$ cat src/rtl/pmc_pkg.sv
package pmc_pkg;
  localparam int DATA_W  = 8;
  localparam int B_BAUD  = 7;
  localparam int B_RSV_H = 6;
  localparam int B_RSV_L = 5;
  localparam int B_WLD   = 4;
  localparam int B_GP_H  = 3;
  localparam int B_GP_L  = 2;
  localparam int B_PDN   = 1;
  localparam int B_IDL   = 0;
  localparam int GP_N    = B_GP_H - B_GP_L + 1;
  localparam int RSV_N   = B_RSV_H - B_RSV_L + 1;
endpackage

$ cat src/rtl/pmc_sleep_ctl.sv
module pmc_sleep_ctl (
  input  logic clk,
  input  logic rst,
  input  logic wr_en,
  input  logic wr_pdn,
  input  logic wr_idl,
  input  logic pd_allow,
  input  logic wake_pulse,
  output logic pdown_q,
  output logic idle_q
);
  logic pd_take;
  logic idl_take;

  always_comb begin
    pd_take  = wr_en && wr_pdn && pd_allow;
    idl_take = wr_en && wr_idl && !pd_take && !pdown_q;
  end

  always_ff @(posedge clk) begin
    if (rst || wake_pulse) begin
      pdown_q <= 1'b0;
      idle_q  <= 1'b0;
    end else begin
      if (pd_take)  pdown_q <= 1'b1;
      if (idl_take) idle_q  <= 1'b1;
    end
  end
endmodule

$ cat src/rtl/pmc_reload_gate.sv
module pmc_reload_gate (
  input  logic clk,
  input  logic rst,
  input  logic wr_en,
  input  logic wr_wld,
  input  logic reload_req,
  output logic wld_q,
  output logic load_ok
);
  logic grant;

  assign grant = reload_req && wld_q;

  always_ff @(posedge clk) begin
    if (rst) begin
      wld_q   <= 1'b0;
      load_ok <= 1'b0;
    end else begin
      load_ok <= grant;
      if (grant)      wld_q <= 1'b0;
      else if (wr_en) wld_q <= wr_wld;
    end
  end
endmodule

$ cat src/rtl/pmc_baud_sel.sv
module pmc_baud_sel #(
  parameter int SMODE_W = 2
) (
  input  logic               clk,
  input  logic               rst,
  input  logic               wr_en,
  input  logic               wr_baud,
  input  logic [SMODE_W-1:0] sio_mode,
  output logic               baud_q,
  output logic               baud_x2
);
  localparam logic [SMODE_W-1:0] SHIFT_MODE = '0;

  always_ff @(posedge clk) begin
    if (rst) begin
      baud_q  <= 1'b0;
      baud_x2 <= 1'b0;
    end else begin
      baud_x2 <= baud_q && (sio_mode != SHIFT_MODE);
      if (wr_en) baud_q <= wr_baud;
    end
  end
endmodule

$ cat src/rtl/pmc_ctrl.sv
module pmc_ctrl
  import pmc_pkg::*;
#(
  parameter int SMODE_W = 2
) (
  input  logic               clk,
  input  logic               rst,
  input  logic               wr_en,
  input  logic [DATA_W-1:0]  wr_data,
  output logic [DATA_W-1:0]  rd_data,
  input  logic               pd_allow,
  input  logic               wake_pulse,
  input  logic [SMODE_W-1:0] sio_mode,
  input  logic               wdt_reload_req,
  output logic               wdt_load_ok,
  output logic               idle_o,
  output logic               pdown_o,
  output logic               baud_x2
);
  logic            baud_q;
  logic            wld_q;
  logic [GP_N-1:0] gp_q;

  pmc_sleep_ctl u_sleep (
    .clk        (clk),
    .rst        (rst),
    .wr_en      (wr_en),
    .wr_pdn     (wr_data[B_PDN]),
    .wr_idl     (wr_data[B_IDL]),
    .pd_allow   (pd_allow),
    .wake_pulse (wake_pulse),
    .pdown_q    (pdown_o),
    .idle_q     (idle_o)
  );

  pmc_reload_gate u_gate (
    .clk        (clk),
    .rst        (rst),
    .wr_en      (wr_en),
    .wr_wld     (wr_data[B_WLD]),
    .reload_req (wdt_reload_req),
    .wld_q      (wld_q),
    .load_ok    (wdt_load_ok)
  );

  pmc_baud_sel #(.SMODE_W(SMODE_W)) u_baud (
    .clk      (clk),
    .rst      (rst),
    .wr_en    (wr_en),
    .wr_baud  (wr_data[B_BAUD]),
    .sio_mode (sio_mode),
    .baud_q   (baud_q),
    .baud_x2  (baud_x2)
  );

  for (genvar g = 0; g < GP_N; g++) begin : g_flag
    always_ff @(posedge clk) begin
      if (rst)        gp_q[g] <= 1'b0;
      else if (wr_en) gp_q[g] <= wr_data[B_GP_L+g];
    end
  end

  always_comb begin
    rd_data                  = '0;
    rd_data[B_BAUD]          = baud_q;
    rd_data[B_RSV_H:B_RSV_L] = {RSV_N{1'b1}};
    rd_data[B_WLD]           = wld_q;
    rd_data[B_GP_H:B_GP_L]   = gp_q;
    rd_data[B_PDN]           = pdown_o;
    rd_data[B_IDL]           = idle_o;
  end
endmodule

$ cat config.mk
export PLATFORM = sky130hd
export DESIGN_NAME = pmc_ctrl
export DESIGN_NICKNAME = d
export VERILOG_FILES = /design/src/rtl/pmc_pkg.sv /design/src/rtl/pmc_sleep_ctl.sv /design/src/rtl/pmc_reload_gate.sv /design/src/rtl/pmc_baud_sel.sv /design/src/rtl/pmc_ctrl.sv
export SDC_FILE = /design/constraint.sdc
export NUM_CORES = 1
export LEC_CHECK = 0
export BUFFER_PORTS_ARGS = -buffer_cell sky130_fd_sc_hd__clkbuf_2
export CORE_AREA = 2 2 39 41
export CTS_CLUSTER_SIZE = 24
export DETAILED_ROUTE_END_ITERATION = 7
export DIE_AREA = 0 0 41 43
export PLACE_DENSITY = 0.56
export SLEW_MARGIN = 20
export SYNTH_ARGS = -nofsm -noshare
export SYNTH_HDL_FRONTEND = slang
export SYNTH_SLANG_ARGS = --single-unit
$ cat constraint.sdc
create_clock -name clk -period 1 [get_ports clk]
set_clock_uncertainty 0.1 [all_clocks]
set_input_delay 0.15 -clock clk [delete_from_list [all_inputs] [get_ports clk]]
set_output_delay 0.15 -clock clk [all_outputs]
set_load 0.005 [all_outputs]
==> impl_results.md <==
* Floorplan row count at 14
* Critical Path RT at 0.75 ns
* Syn avg cell area at 10.3 µm²
* Fill count at 154
* Hold WC Path Type: input pin to register
* Seq/Total Area, Yosys at 43.4%
* Die width at 41 µm
* Max Cap Viol at 0
* ANT cells at 0
* Crit path buffers/inverters at 1
* Post-synthesis register bit count at 8
* Via density at 4.36
* Pwr/cell area at 1380 nW/µm²
* EDFF count, synth at 0
* Largest net degree at the start of global routing at 7
* Crit path depth at 1
* Cell family contributing the most delay on the critical path: flip-flops
* HPWL after DPL at 551 µm
* CP Class: register to output pin
* Final Hold Vio Count at 0
* Final-stage net count at 75
* R2R depth at 2
* Highest Clock Rate at 1.03 GHz
* CP max-delay cell: dfxtp_4
* Die H at 43 µm
* Area fraction of the dominant cell type after synthesis at 43.4%
* Status: finished, final reports clean
* Tcrit/Tclk final at 96.9%
* First-pass GRT wire length at 945 µm
* Bufs on Longest Clock Path at 2
* Leakage at 0.253 nW
* PortBufs at 23
* Post-CTS Setup Bufs at 0
* Crit-path cells: buf_2
* Synth unique cells at 14
* Initial Utilization at 26.7%
* Ranking of synthesized cells by area: dfxtp_1, buf_4, mux2i_1
* TritonCTS clock tree: yes
* Area leader, netlist: dfxtp_1
* Worst-Skew Late Latency at 0.24 ns
* Most common cell in the netlist: dfxtp_1
* # DRC at 0
* Flop2flop setup slack at 0.17 ns
* Initial antenna violation count at 0
* Final instance area at 487 µm²
* Crit-path max cell delay at 0.35 ns
* Vias in the first global route at 251
* Final WS setup at 0.0310 ns
* Final Max Slew Viols at 0
* Syn Inst Count at 36
* DRT iter0 DRCs at 7
* Die area at 1760 µm²
* Post-DRT Antenna Nets at 0
* Hold Path Cell Cnt at 2
* Root Driver: clkbuf_4
* Clock-pin slew on the worst setup and hold paths at 0.05 ns
* Clock sinks at 8
* Placer congestion estimate at 0.550
* Critical Path End Type: output pin
* Async SR Flop Fraction at 0%
* Placement Cell Area at 448 µm²
* VDD IR-drop max at 0.442 mV
* RSZ-0062 raised after global routing: true
* Seq. cell area at 166 µm²
* Synth Flop Type: dfxtp_1
* Pre-CTS setup slack at 0.0845 ns
* Area Overhead vs Synth at 31.9%
* Yosys Warn Count at 0
* Via count at 318
* Arrival time worst endpoint at 0.72 ns
* Core ar. at 1380 µm²
* Clock buffer count from CTS at 3
* First-pass detailed-route iteration total at 4
* CP max FO at 4
* Clock period minus worst slack at 0.969 ns
* Area of the multi-input gates at 145 µm²
* H-tree depth at 1
* Drt total wl at 676 µm
* Synth Cell Area at 369 µm²
* CP startpoint kind: register
* Ports at 28
* Share of cells above drive strength 1 at 57.9%
* Wirelength per Cell at 9.26 µm
* Final Setup Violations at 0
* GRT Total Usage at 8.32%
* Grt ovf at 0
* Commonest cells post-synth: dfxtp_1, buf_4, nor2_1
==> per-layer routing <==
layer  up-vias  wire length [µm]  global-route usage, %
met5         -                 0                      0
li1        155                 -                      -
met3         0               105                   4.19
met4         0                 0                   6.00
met2        20               318                   13.1
met1       143               252                   7.69
==> cells by family (layout without fill, tap and decap cells) <==
kind of cell | count (synthesis) | in the layout | synth area share, %
and+or+nand+nor | 12 | 12 | 18.6
DFF | 8 | 8 | 43.4
other | 1 | 2 | 1.02
muxes | 4 | 4 | 10.8
buffers and inverters | 8 | 28 | 18.3
AOI/OAI and AO/OA | 3 | 3 | 7.80
==> cell usage in the layout (no fill, tap or decap) <==
master,synthesis,routed
a211oi_2,1,1
clkbuf_4,0,3
a32o_1,1,1
buf_4,6,1
dfxtp_4,0,1
nor2_1,6,6
conb_1,1,2
buf_2,0,1
dlygate4sd3_1,0,1
a31oi_1,1,1
dfxtp_1,8,5
clkbuf_2,0,22
nor3_1,1,1
nand2_1,2,2
nor2b_4,1,1
dfxtp_2,0,2
nor3b_2,1,1
mux2i_1,4,4
nor3b_1,1,1
==> final timing paths <==
check	startpoint	endpoint
max	u_sleep.pdown_q	pdown_o
min	wake_pulse	u_sleep.pdown_q
max reg2reg	u_sleep.pdown_q	u_sleep.idle_q
min reg2reg	u_gate.wld_q	u_gate.wld_q
==> metrics by stage <==
stage / hold WS, ns / cells / power (mW) / utilization (%) / setup TNS (ns)
global route: 0.0115 / 73 / 0.719 / 35.2 / -0.0205
CTS: 0.00275 / 73 / 0.692 / 34.9 / 0
floorplan: 0.129 / 37 / 0.412 / - / 0
detailed placement: 0.259 / 69 / 0.441 / 32.4 / 0
finish: 0.0130 / 73 / 0.673 / 35.2 / 0
global placement: 0.256 / 69 / 0.439 / 32.4 / 0
==> flip-flops by register name, indices dropped and copies added (netlist names) <==
signal,flops
u_baud.baud_q,1
rd_data,2
u_baud.baud_x2,1
u_gate.load_ok,1
u_sleep.pdown_q,1
u_sleep.idle_q,1
u_gate.wld_q,1
==> final cells by class <==
class | instances | area share (%)
clock buffer | 3 | 4.63
multi-input combinational | 21 | 29.8
sequential | 8 | 34.2
tap | 16 | 4.11
timing repair buffer | 25 | 27.2
==> where the power goes <==
group          internal (mW)  switching [mW]
sequential             0.332         0.00884
clock                  0.137           0.101
combinational         0.0537          0.0403
total                  0.523           0.150
==> repair_timing <==
item	4_1_cts	5_1_grt
gates resized for setup	2	3
endpoints found under the setup margin	3	5
endpoints found under the hold margin	1	0
gates cloned	0	0
hold buffers	1	0
No activity file was read; power rests on OpenSTA's default activity.
